<file path="src/rtl/nest_vic_pkg.sv">
package nest_vic_pkg;

  localparam int unsigned ADDR_W = 12;
  localparam int unsigned CTL_W  = 8;
  localparam int unsigned CTL_EN_BIT = 5;

  localparam logic [ADDR_W-1:0] OFS_IRQ_STAT = 12'h000;
  localparam logic [ADDR_W-1:0] OFS_FIQ_STAT = 12'h004;
  localparam logic [ADDR_W-1:0] OFS_RAW      = 12'h008;
  localparam logic [ADDR_W-1:0] OFS_ROUTE    = 12'h00C;
  localparam logic [ADDR_W-1:0] OFS_EN_SET   = 12'h010;
  localparam logic [ADDR_W-1:0] OFS_EN_CLR   = 12'h014;
  localparam logic [ADDR_W-1:0] OFS_SW_SET   = 12'h018;
  localparam logic [ADDR_W-1:0] OFS_SW_CLR   = 12'h01C;
  localparam logic [ADDR_W-1:0] OFS_GUARD    = 12'h020;
  localparam logic [ADDR_W-1:0] OFS_VEC_CUR  = 12'h030;
  localparam logic [ADDR_W-1:0] OFS_VEC_DEF  = 12'h034;

  localparam logic [5:0] PAGE_VADDR = 6'h04;
  localparam logic [5:0] PAGE_VCTL  = 6'h08;
  localparam logic [6:0] PAGE_IDENT = 7'h7F;

  typedef enum logic [1:0] {
    RD_REG,
    RD_VADDR,
    RD_VCTL,
    RD_IDENT
  } rd_space_e;

  function automatic logic [7:0] ident_byte(input logic [2:0] idx);
    logic [7:0] b;
    case (idx)
      3'd0: b = 8'h90;
      3'd1: b = 8'h11;
      3'd2: b = 8'h04;
      3'd3: b = 8'h00;
      3'd4: b = 8'h0D;
      3'd5: b = 8'hF0;
      3'd6: b = 8'h05;
      default: b = 8'hB1;
    endcase
    return b;
  endfunction

endpackage

</file>
<file path="src/rtl/nest_vic_rst_sync.sv">
module nest_vic_rst_sync #(
  parameter int unsigned STAGES = 2
) (
  input  logic clk,
  input  logic rst_n,
  output logic rst_sync_n
);

  logic [STAGES-1:0] sync_q;

  always_ff @(posedge clk or negedge rst_n) begin
    if (!rst_n) begin
      sync_q <= '0;
    end else begin
      sync_q <= {sync_q[STAGES-2:0], 1'b1};
    end
  end

  assign rst_sync_n = sync_q[STAGES-1];

endmodule

</file>
<file path="src/rtl/nest_vic_src_regs.sv">
module nest_vic_src_regs #(
  parameter int unsigned NUM_SRC = 32
) (
  input  logic               clk,
  input  logic               rst_n,
  input  logic [NUM_SRC-1:0] wdata_i,
  input  logic               we_route_i,
  input  logic               we_en_set_i,
  input  logic               we_en_clr_i,
  input  logic               we_sw_set_i,
  input  logic               we_sw_clr_i,
  input  logic               we_guard_i,
  output logic [NUM_SRC-1:0] route_o,
  output logic [NUM_SRC-1:0] en_o,
  output logic [NUM_SRC-1:0] sw_o,
  output logic               guard_o
);

  logic [NUM_SRC-1:0] route_q, route_d;
  logic [NUM_SRC-1:0] en_q, en_d;
  logic [NUM_SRC-1:0] sw_q, sw_d;
  logic               guard_q, guard_d;
  logic               upd;

  assign upd = we_route_i | we_en_set_i | we_en_clr_i |
               we_sw_set_i | we_sw_clr_i | we_guard_i;

  always_comb begin
    route_d = route_q;
    en_d    = en_q;
    sw_d    = sw_q;
    guard_d = guard_q;
    if (we_route_i)  route_d = wdata_i;
    if (we_en_set_i) en_d    = en_q | wdata_i;
    if (we_en_clr_i) en_d    = en_q & ~wdata_i;
    if (we_sw_set_i) sw_d    = sw_q | wdata_i;
    if (we_sw_clr_i) sw_d    = sw_q & ~wdata_i;
    if (we_guard_i)  guard_d = wdata_i[0];
  end

  always_ff @(posedge clk or negedge rst_n) begin
    if (!rst_n) begin
      route_q <= '0;
      en_q    <= '0;
      sw_q    <= '0;
      guard_q <= 1'b0;
    end else if (upd) begin
      route_q <= route_d;
      en_q    <= en_d;
      sw_q    <= sw_d;
      guard_q <= guard_d;
    end
  end

  assign route_o = route_q;
  assign en_o    = en_q;
  assign sw_o    = sw_q;
  assign guard_o = guard_q;

endmodule

</file>
<file path="src/rtl/nest_vic_slot_regs.sv">
module nest_vic_slot_regs
  import nest_vic_pkg::*;
#(
  parameter int unsigned NUM_SLOT = 16,
  parameter int unsigned DATA_W   = 32,
  localparam int unsigned SLOT_IW = $clog2(NUM_SLOT)
) (
  input  logic                               clk,
  input  logic                               rst_n,
  input  logic [DATA_W-1:0]                  wdata_i,
  input  logic [SLOT_IW-1:0]                 slot_i,
  input  logic                               we_vaddr_i,
  input  logic                               we_vctl_i,
  input  logic                               we_def_i,
  output logic [NUM_SLOT:0][DATA_W-1:0]      vaddr_o,
  output logic [NUM_SLOT-1:0][CTL_W-1:0]     vctl_o
);

  logic [NUM_SLOT:0][DATA_W-1:0]  vaddr_q, vaddr_d;
  logic [NUM_SLOT-1:0][CTL_W-1:0] vctl_q, vctl_d;
  logic                           upd;

  assign upd = we_vaddr_i | we_vctl_i | we_def_i;

  always_comb begin
    vaddr_d = vaddr_q;
    vctl_d  = vctl_q;
    if (we_vaddr_i) vaddr_d[slot_i]   = wdata_i;
    if (we_vctl_i)  vctl_d[slot_i]    = wdata_i[CTL_W-1:0];
    if (we_def_i)   vaddr_d[NUM_SLOT] = wdata_i;
  end

  always_ff @(posedge clk or negedge rst_n) begin
    if (!rst_n) begin
      vaddr_q <= '0;
      vctl_q  <= '0;
    end else if (upd) begin
      vaddr_q <= vaddr_d;
      vctl_q  <= vctl_d;
    end
  end

  assign vaddr_o = vaddr_q;
  assign vctl_o  = vctl_q;

endmodule

</file>
<file path="src/rtl/nest_vic_mask_gen.sv">
module nest_vic_mask_gen
  import nest_vic_pkg::*;
#(
  parameter int unsigned NUM_SRC  = 32,
  parameter int unsigned NUM_SLOT = 16,
  localparam int unsigned SRC_IW  = $clog2(NUM_SRC)
) (
  input  logic [NUM_SLOT-1:0][CTL_W-1:0]  vctl_i,
  output logic [NUM_SLOT+1:0][NUM_SRC-1:0] mask_o
);

  logic [NUM_SLOT-1:0][NUM_SRC-1:0] slot_bit;

  // Level 0 masks everything; each further level adds the source of the
  // slot just above it; the idle level lets every source through.
  assign mask_o[0] = '0;

  for (genvar g = 0; g < NUM_SLOT; g++) begin : g_slot
    assign slot_bit[g]   = vctl_i[g][CTL_EN_BIT]
                           ? (NUM_SRC'(1) << vctl_i[g][SRC_IW-1:0])
                           : '0;
    assign mask_o[g+1]   = mask_o[g] | slot_bit[g];
  end

  assign mask_o[NUM_SLOT+1] = '1;

endmodule

</file>
<file path="src/rtl/nest_vic_nest_ctl.sv">
module nest_vic_nest_ctl #(
  parameter int unsigned NUM_SRC  = 32,
  parameter int unsigned NUM_SLOT = 16,
  localparam int unsigned LVL_W   = $clog2(NUM_SLOT + 2),
  localparam logic [LVL_W-1:0] LVL_IDLE = LVL_W'(NUM_SLOT + 1)
) (
  input  logic                             clk,
  input  logic                             rst_n,
  input  logic [NUM_SRC-1:0]               raw_i,
  input  logic [NUM_SLOT+1:0][NUM_SRC-1:0] mask_i,
  input  logic                             vec_rd_i,
  input  logic                             vec_wr_i,
  output logic [LVL_W-1:0]                 cur_lvl_o,
  output logic [LVL_W-1:0]                 vec_lvl_o
);

  logic [LVL_W-1:0]              cur_q, cur_d;
  logic [NUM_SLOT:0][LVL_W-1:0]  prev_q, prev_d;
  logic [LVL_W-1:0]              tgt;
  logic                          hit;
  logic                          upd;

  // Highest-priority level above the current one whose mask meets a
  // raw source; scanning downward lets the lowest index win.
  always_comb begin
    tgt = cur_q;
    for (int i = NUM_SLOT; i >= 0; i--) begin
      if ((i < int'(cur_q)) && (|(raw_i & mask_i[i+1]))) begin
        tgt = LVL_W'(i);
      end
    end
  end

  assign hit = (tgt != cur_q);
  assign upd = vec_rd_i | vec_wr_i;

  always_comb begin
    cur_d  = cur_q;
    prev_d = prev_q;
    if (vec_rd_i) begin
      if (hit) begin
        prev_d[tgt] = cur_q;
        cur_d       = tgt;
      end
    end else if (vec_wr_i && (cur_q != LVL_IDLE)) begin
      cur_d = prev_q[cur_q];
    end
  end

  always_ff @(posedge clk or negedge rst_n) begin
    if (!rst_n) begin
      cur_q  <= LVL_IDLE;
      prev_q <= {(NUM_SLOT+1){LVL_IDLE}};
    end else if (upd) begin
      cur_q  <= cur_d;
      prev_q <= prev_d;
    end
  end

  assign cur_lvl_o = cur_q;
  assign vec_lvl_o = (tgt == LVL_IDLE) ? LVL_W'(NUM_SLOT) : tgt;

endmodule

</file>
<file path="src/rtl/nest_vic.sv">
module nest_vic
  import nest_vic_pkg::*;
#(
  parameter int unsigned NUM_SRC  = 32,
  parameter int unsigned NUM_SLOT = 16,
  parameter int unsigned DATA_W   = 32
) (
  input  logic                clk,
  input  logic                rst_n,
  input  logic [NUM_SRC-1:0]  src_i,
  input  logic                rd_en_i,
  input  logic                wr_en_i,
  input  logic [ADDR_W-1:0]   addr_i,
  input  logic [DATA_W-1:0]   wdata_i,
  output logic [DATA_W-1:0]   rdata_o,
  output logic                irq_o,
  output logic                fiq_o
);

  localparam int unsigned SLOT_IW = $clog2(NUM_SLOT);
  localparam int unsigned LVL_W   = $clog2(NUM_SLOT + 2);

  logic                             rst_sync_n;
  logic [ADDR_W-1:0]                addr_w;
  logic [SLOT_IW-1:0]               slot_idx;
  logic                             slot_ok;
  logic                             in_vaddr, in_vctl, in_ident;
  rd_space_e                        rd_space;
  logic                             vec_rd, vec_wr;
  logic [NUM_SRC-1:0]               route_q, en_q, sw_q;
  logic                             guard_q;
  logic [NUM_SRC-1:0]               raw_stat, irq_stat, fiq_stat;
  logic [NUM_SLOT:0][DATA_W-1:0]    vaddr_q;
  logic [NUM_SLOT-1:0][CTL_W-1:0]   vctl_q;
  logic [NUM_SLOT+1:0][NUM_SRC-1:0] lvl_mask;
  logic [LVL_W-1:0]                 cur_lvl, vec_lvl;
  logic [DATA_W-1:0]                reg_rdata;
  logic [1:0]                       unused_addr_lsb;

  nest_vic_rst_sync #(.STAGES(2)) rst_sync_i (
    .clk        (clk),
    .rst_n      (rst_n),
    .rst_sync_n (rst_sync_n)
  );

  // Address decode
  assign addr_w          = {addr_i[ADDR_W-1:2], 2'b00};
  assign unused_addr_lsb = addr_i[1:0];
  assign slot_idx        = addr_i[SLOT_IW+1:2];
  assign slot_ok         = ({1'b0, addr_i[5:2]} < 5'(NUM_SLOT));
  assign in_vaddr        = (addr_i[11:6] == PAGE_VADDR) && slot_ok;
  assign in_vctl         = (addr_i[11:6] == PAGE_VCTL) && slot_ok;
  assign in_ident        = (addr_i[11:5] == PAGE_IDENT);

  always_comb begin
    if (in_vaddr)      rd_space = RD_VADDR;
    else if (in_vctl)  rd_space = RD_VCTL;
    else if (in_ident) rd_space = RD_IDENT;
    else               rd_space = RD_REG;
  end

  assign vec_rd = rd_en_i && (addr_w == OFS_VEC_CUR);
  assign vec_wr = wr_en_i && (addr_w == OFS_VEC_CUR);

  nest_vic_src_regs #(.NUM_SRC(NUM_SRC)) src_regs_i (
    .clk         (clk),
    .rst_n       (rst_sync_n),
    .wdata_i     (wdata_i[NUM_SRC-1:0]),
    .we_route_i  (wr_en_i && (addr_w == OFS_ROUTE)),
    .we_en_set_i (wr_en_i && (addr_w == OFS_EN_SET)),
    .we_en_clr_i (wr_en_i && (addr_w == OFS_EN_CLR)),
    .we_sw_set_i (wr_en_i && (addr_w == OFS_SW_SET)),
    .we_sw_clr_i (wr_en_i && (addr_w == OFS_SW_CLR)),
    .we_guard_i  (wr_en_i && (addr_w == OFS_GUARD)),
    .route_o     (route_q),
    .en_o        (en_q),
    .sw_o        (sw_q),
    .guard_o     (guard_q)
  );

  nest_vic_slot_regs #(.NUM_SLOT(NUM_SLOT), .DATA_W(DATA_W)) slot_regs_i (
    .clk        (clk),
    .rst_n      (rst_sync_n),
    .wdata_i    (wdata_i),
    .slot_i     (slot_idx),
    .we_vaddr_i (wr_en_i && in_vaddr),
    .we_vctl_i  (wr_en_i && in_vctl),
    .we_def_i   (wr_en_i && (addr_w == OFS_VEC_DEF)),
    .vaddr_o    (vaddr_q),
    .vctl_o     (vctl_q)
  );

  nest_vic_mask_gen #(.NUM_SRC(NUM_SRC), .NUM_SLOT(NUM_SLOT)) mask_gen_i (
    .vctl_i (vctl_q),
    .mask_o (lvl_mask)
  );

  assign raw_stat = src_i | sw_q;
  assign irq_stat = raw_stat & en_q & ~route_q;
  assign fiq_stat = raw_stat & route_q;

  nest_vic_nest_ctl #(.NUM_SRC(NUM_SRC), .NUM_SLOT(NUM_SLOT)) nest_ctl_i (
    .clk       (clk),
    .rst_n     (rst_sync_n),
    .raw_i     (raw_stat),
    .mask_i    (lvl_mask),
    .vec_rd_i  (vec_rd),
    .vec_wr_i  (vec_wr),
    .cur_lvl_o (cur_lvl),
    .vec_lvl_o (vec_lvl)
  );

  assign irq_o = |(irq_stat & lvl_mask[cur_lvl]);
  assign fiq_o = |fiq_stat;

  // Read data
  always_comb begin
    reg_rdata = '0;
    case (addr_w)
      OFS_IRQ_STAT: reg_rdata = DATA_W'(irq_stat);
      OFS_FIQ_STAT: reg_rdata = DATA_W'(fiq_stat);
      OFS_RAW:      reg_rdata = DATA_W'(raw_stat);
      OFS_ROUTE:    reg_rdata = DATA_W'(route_q);
      OFS_EN_SET:   reg_rdata = DATA_W'(en_q);
      OFS_SW_SET:   reg_rdata = DATA_W'(sw_q);
      OFS_GUARD:    reg_rdata = DATA_W'(guard_q);
      OFS_VEC_CUR:  reg_rdata = vaddr_q[vec_lvl];
      OFS_VEC_DEF:  reg_rdata = vaddr_q[NUM_SLOT];
      default:      reg_rdata = '0;
    endcase
  end

  always_comb begin
    case (rd_space)
      RD_VADDR: rdata_o = vaddr_q[slot_idx];
      RD_VCTL:  rdata_o = DATA_W'(vctl_q[slot_idx]);
      RD_IDENT: rdata_o = DATA_W'(ident_byte(addr_i[4:2]));
      default:  rdata_o = reg_rdata;
    endcase
  end

endmodule

</file>
<file path="config.mk">
export PLATFORM = sky130hd
export DESIGN_NAME = nest_vic
export DESIGN_NICKNAME = d
export VERILOG_FILES = /design/src/rtl/nest_vic_pkg.sv /design/src/rtl/nest_vic_rst_sync.sv /design/src/rtl/nest_vic_src_regs.sv /design/src/rtl/nest_vic_slot_regs.sv /design/src/rtl/nest_vic_mask_gen.sv /design/src/rtl/nest_vic_nest_ctl.sv /design/src/rtl/nest_vic.sv
export SDC_FILE = /design/constraint.sdc
export NUM_CORES = 2
export LEC_CHECK = 0
export BUFFER_PORTS_ARGS = -buffer_cell sky130_fd_sc_hd__buf_2
export CORE_MARGIN = 2
export CORE_UTILIZATION = 41
export DETAILED_ROUTE_END_ITERATION = 8
export PLACE_DENSITY = 0.65
export REMOVE_ABC_BUFFERS = 1
export SLEW_MARGIN = 20
export SYNTH_ARGS = -nofsm -noshare
export SYNTH_HDL_FRONTEND = slang
export SYNTH_SLANG_ARGS = --single-unit
</file>
<file path="constraint.sdc">
create_clock -name clk -period 31.7 [get_ports clk]
set_clock_uncertainty 0.05 [all_clocks]
set_input_delay 7.925 -clock clk [delete_from_list [all_inputs] [get_ports clk]]
set_output_delay 7.925 -clock clk [all_outputs]
set_load 0.02 [all_outputs]
</file>
======== Word level (Yosys, flattened, before mapping) ========
Cells that the tools add are included.
operators by class
  div/mod/pow operators ................... 0
  $lt $le $gt $ge ......................... 24
  equal/unequal tests ..................... 26
  muxes and demuxes ....................... 68
  bitwise operators ....................... 50
  shift operators ......................... 16
  multipliers ............................. 0
  add/subtract/negate cells ............... 0
  reduce and logical (&&, ||, !) cells .... 66
operators by type and width
  cell                    number
  $mux W32                25
  $and A32 B32 Y32        22
  $reduce_or A32 Y1       19
  $or A32 B32 Y32         18
  $bwmux W544             1
  $mux W544               1
  $shl A1 B5 Y32 const A  16
  $bmux W32 S5            2
  $pmux W32 S9            1
  $bmux W32 S4            1
  $bwmux W128             1
  $demux W32 S4           1
  $mux W5                 23
  $pmux W32 S3            1
  $bwmux W85              1
  $not A32 Y32            2
  $pmux W8 S7             1
  $eq A10 B3 Y1 const B   4
  $lt A4 B5 Y1 const A    8
  $bmux W8 S4             1
  $demux W8 S4            1
  $logic_and A1 B1 Y1     32
  $eq A10 B4 Y1 const B   3
  $bmux W5 S5             1
  32 further kinds        64
storage, ports and cells
  ROM bits ................................ 0
  bits in registers ....................... 861
  logic and storage cells ................. 306
  latch bits .............................. 0
  memory bits (writable) .................. 0
  bits of input ports ..................... 80
  output and inout bits ................... 34
  memories ................................ 0

======== Longest topological paths before layout ========
  depth after elaboration ................. 42
  depth in mapped cells ................... 21
  gate-level depth less buffers ........... 15

======== Hierarchy ========
From an unflattened synthesis, not the netlist that was laid out.
unflattened totals
  cell total of the unflattened synthesis .. 5,505
  area total of the unflattened synthesis .. 61,318.8 um^2
modules (own cells, without submodules)
  module              seq. area each (um^2)  times used  area an instance (um^2)  cells an instance
  nest_vic_slot_regs  16,816.1               1           25,059.0                 1,494
  nest_vic            0.0                    1           16,454.5                 1,433
  nest_vic_mask_gen   0.0                    1           8,207.9                  1,490
  nest_vic_nest_ctl   2,297.2                1           7,863.8                  811
  nest_vic_src_regs   2,427.3                1           3,679.8                  274
  nest_vic_rst_sync   50.0                   1           53.8                     3

======== Worst setup path before layout ========
OpenSTA, ideal clock, no wires.
  path type ............................... input to output
  start ................................... input src_i[6]
  end ..................................... output rdata_o[4]
  path buffers ............................ 4
  setup slack ............................. 12.154 ns
  arrival time ............................ 11.571 ns
  required time ........................... 23.725 ns
  stages on the path ...................... 16
  path through ............................ nor2_1 > clkbuf_1 > a31oi_1 > a2111oi_0 > nand4_1 > o41ai_2 > o21ai_1 > a311oi_2 > o21ai_4 > a221oi_2 > buf_6 > buf_12 > buf_8 > o221ai_1 > a211o_1 > o211ai_1
between the ends
  cells in the longest elaborated chain, start to end .. 26
  elaborated cells on any way between the ends .. 74
  classes of those cells .................. 1 x eq/ne; 22 x mux; 17 x bitwise; 34 x reduce/logical
RTL lines
  what                                                             line                     RTL
  from (decl)                                                      nest_vic.sv:10           input logic [NUM_SRC-1:0] src_i,
  $or A32 B32 Y32 (*)                                              nest_vic.sv:98           assign raw_stat = src_i | sw_q;
  $reduce_or A32 Y1 / $and A32 B32 Y32 (equally long branches)     nest_vic_nest_ctl.sv:28  if ((i < int'(cur_q)) && (|(raw_i & mask_i[i+1]))) begin
  $logic_and A1 B1 Y1 / $reduce_or A32 Y1 (equally long branches)  nest_vic_nest_ctl.sv:28
  $mux W5 / $logic_and A1 B1 Y1 (equally long branches)            nest_vic_nest_ctl.sv:28
  $mux W5 (15 in series)                                           nest_vic_nest_ctl.sv:28
  $mux W5 (*)                                                      nest_vic_nest_ctl.sv:28
  $eq A5 B5 Y1                                                     nest_vic_nest_ctl.sv:61  assign vec_lvl_o = (tgt == LVL_IDLE) ? LVL_W'(NUM_SLOT) : tgt;
  $mux W5 (*)                                                      nest_vic_nest_ctl.sv:61
  $bmux W32 S5 (*)                                                 nest_vic.sv:127          OFS_VEC_CUR: reg_rdata = vaddr_q[vec_lvl];
  $mux W32 (not written as such) (*)                               nest_vic.sv:127
  $pmux W32 S9 (*)                                                 nest_vic.sv:119          case (addr_w)
  $pmux W32 S3 (*)                                                 nest_vic.sv:134          case (rd_space)
  to (decl)                                                        nest_vic.sv:15           output logic [DATA_W-1:0] rdata_o,
Every way passes the cells marked *; elsewhere a longest branch is shown, timed or not. The select of a mux whose other input is x is not followed.

======== Worst setup path after layout ========
  start ................................... input src_i[4]
  end ..................................... output rdata_o[6]
Same word-level chain as after synthesis.

==> impl_metrics.csv <==
group,metric,value,unit
floorplan,dieArea,153000,um^2
yosys,synth_edf_count,0,
global_routing,antenna_found_initial,61,
clocking,clkLatencyLatePin,0.76,ns
clocking,path_clk_slew,0.06,ns
clocking,cts_resized,0,
floorplan,start_util,0.412,
yosys,syn-instance-count,6212,
global_routing,grt_usage,0.468,
yosys,avgSynthCellArea,9.89,um^2
critical_path,rrSetupSlack,23.36,ns
detailed_routing,wl_per_cell,45.0,um
sta,slew_viol_final,0,
clocking,post_cts_buffers,0,
clocking,cts_hold_repair.buffers,0,
critical_path,slowest_stage,"nand3_2",
global_routing,grt_start_max_net_pins,194,
detailed_routing,ant_nets,0,
sta,setup_ws,8.33,ns
sta,setup_violations,0,
critical_path,cp-start-kind,"input port",
power,p_leak,28.4,nW
sta,tightest_slew,1.31,ns
critical_path,critPathBufInv,4,
critical_path,crit_family,"simple AND/OR/NAND/NOR gates",
yosys,yosysSeqAreaShare,0.351,
detailed_routing,dr.first_iter.drc_count,10200,
cells_and_area,instances_no_fill,8126,
power,power_density,40.6,nW/um^2
yosys,synth-async-reset-ratio,1.00,
sta,maxSlewHeadroom,0.121,
detailed_routing,drc,9,
place,post-place-ws,8.83,ns
place,hpwl,258000,um
clocking,cts_tree,"done",
floorplan,die_w,391,um
cells_and_area,num-nets-final,6135,
global_routing,grt_pass1_wl,496000,um
status,status,"complete, but fails checks",
critical_path,end_kind,"output port",
sta,fin_setup_tns,0,ns
critical_path,max_stage_delay,0.81,ns
critical_path,cp_max_fo,28,
yosys,synth-seq-cells,861,
yosys,yosys_warnings,0,
detailed_routing,first_pass_iters,9,
sta,fin_crit_sh,0.737,
sta,clock.fmax,42.8,MHz
global_routing,grt_overflow,0,
place,place_area,64000,um^2
clocking,clock-sinks,861,
critical_path,cp.required,23.73,ns
power,vdd_drop_max,0.0579,mV
global_routing,grt_pass1_vias,58500,
place,io_buffers,111,
detailed_routing,vias_per_cell,7.69,
sta,rsz0062_at_grt,"false",
floorplan,die_h,391,um
status,violations,"design-rule violations",
clocking,htreeDepth,3,
clocking,clockRootBuffer,"clkbuf_16",
worst_hold_path,hp-class,"register to register",
yosys,synth_flop_cell,"dfrtp_1",
clocking,cts_buffers,96,
cells_and_area,n_fill_cell,14200,
detailed_routing,wl,366000,um
floorplan,rows,142,
cells_and_area,post-route-util,0.452,
critical_path,crit_type,"input port to output port",
floorplan,core,149000,um^2
clocking,cts_max_path_buffers,3,
place,dp_cells,7898,
power,p_total,2.74,mW
sta,period_needed,23.37,ns
place,gp_congestion,1.14,
sta,holdWs,0.308,ns
detailed_routing,vias,62500,
cells_and_area,drive_gt1_frac,0.296,
yosys,synthTopCellsByArea,"dfrtp_1, mux2_2, mux4_2, a21oi_1, o21ai_0",
yosys,yosysUniqueCellTypes,130,
critical_path,path_cells,"buf_2, nor2_1, buf_4, a21oi_1, a2111oi_0, nand4_1, o31ai_2, nor4b_4, o21a_1, nor2b_1, nand3_2, nor2_2, buf_4, a22oi_1, o211ai_1, o2111ai_1, buf_2",
sta,hold_viol_final,0,
critical_path,worst-endpoint-arrival,15.40,ns
cells_and_area,syn_to_final_growth,9.79,%
floorplan,pin_count,114,
cells_and_area,final_cell_area,67500,um^2
yosys,yosysTopAreaCellShare,0.336,
run,max_cap_violations,0,
yosys,syn_area,61400,um^2
yosys,yosys.area.top_type,"dfrtp_1",
[path summary, 6_finish.rpt]
| check | start | end | cells after the start |
|---|---|---|---|
| worst max-delay path | src_i[4] | rdata_o[6] | 17 |
| worst min-delay path | rst_sync_i.sync_q[0] | rst_sync_i.sync_q[1] | 0 |
| worst max register to register | slot_regs_i.vctl_o[1] | nest_ctl_i.prev_q[47] | 16 |
| worst min register to register | rst_sync_i.sync_q[0] | rst_sync_i.sync_q[1] | 0 |
| max in group asynchronous | rst_n | rst_sync_i.sync_q[1] | 1 |
| min in group asynchronous | rst_sync_i.sync_q[1] | slot_regs_i.vaddr_o[39] | 0 |
[layout by cell type (no fill, tap or decap), drive strengths merged, types with 23 or more instances in the layout]
cell type    n
a2111oi     46
nor3       152
nor4        48
clkbuf     147
and3        31
a22o        27
nand2      387
o22ai      156
mux4       220
nor2       414
inv         41
clkinv      24
o31ai       37
o21a        29
a21oi      376
nand4b      47
or2         70
nand4bb     24
a31oi      209
mux2i      127
dfstp       36
and2        35
o221ai      23
a211oi      73
a22oi       83
mux2       792
diode       46
nand2b      63
buf        365
o211ai      37
nor2b       46
a221oi      56
nand3      147
o21ai      378
dfrtp      825
nand4       71
o2111ai     52
[kinds of logic (layout without fill, tap and decap cells)]
kind of cell	count (synthesis)	in the layout	synth area share
compound gates	1851	1851	0.203
simple gates	1699	1699	0.151
other cells	1	47	0.0000610
buf+inv	660	584	0.0471
mux	1139	1139	0.247
xor+xnor	1	1	0.000143
flops	861	861	0.351
[metal layers]
metal  GRT usage  share of wire  routed length, um
met1       0.575           0.37             134000
met2       0.660           0.41             149000
met3       0.177           0.13              47600
met4       0.356          0.095              34700
met5     0.00829         0.0010                376
[area by class of cell]
cell class	instances	area, um^2	area share
flip-flops and latches	861	21600	0.320
repair buffers	366	2590	0.0384
diodes	46	115	0.00171
clock inverters	33	455	0.00675
inverters	39	146	0.00217
well taps	1944	2430	0.0361
clock buffers	146	2840	0.0421
multi-input cells	4691	37300	0.553
[report_power, final]
part / switching [mW] / total, mW / leakage (nW) / internal (mW)
logic: 0.315 / 0.430 / 14.9 / 0.114
registers: 0.0211 / 1.14 / 11.8 / 1.12
clock network: 0.500 / 1.17 / 1.62 / 0.672
total: 0.836 / 2.74 / 28.4 / 1.90
[sequential cells by signal, summed over array words and instances, names as in the netlist, named ones only]
signal                cells
src_regs_i.route_o       32
rst_sync_i.sync_q         2
src_regs_i.guard_o        1
slot_regs_i.vctl_o      128
nest_ctl_i.prev_q        85
nest_ctl_i.cur_lvl_o      5
slot_regs_i.vaddr_o     544
[synth_stat cells (127+ instances only)]
| cell | n |
|---|---|
| a21oi_1 | 374 |
| a31oi_1 | 209 |
| clkbuf_1 | 385 |
| dfrtp_1 | 825 |
| mux2_2 | 787 |
| mux2i_1 | 127 |
| mux4_2 | 220 |
| nand2_1 | 384 |
| nand3_1 | 144 |
| nor2_1 | 408 |
| nor3_1 | 135 |
| o21ai_0 | 360 |
| o22ai_1 | 149 |
Note: power is estimated with default switching activity, not from simulation.
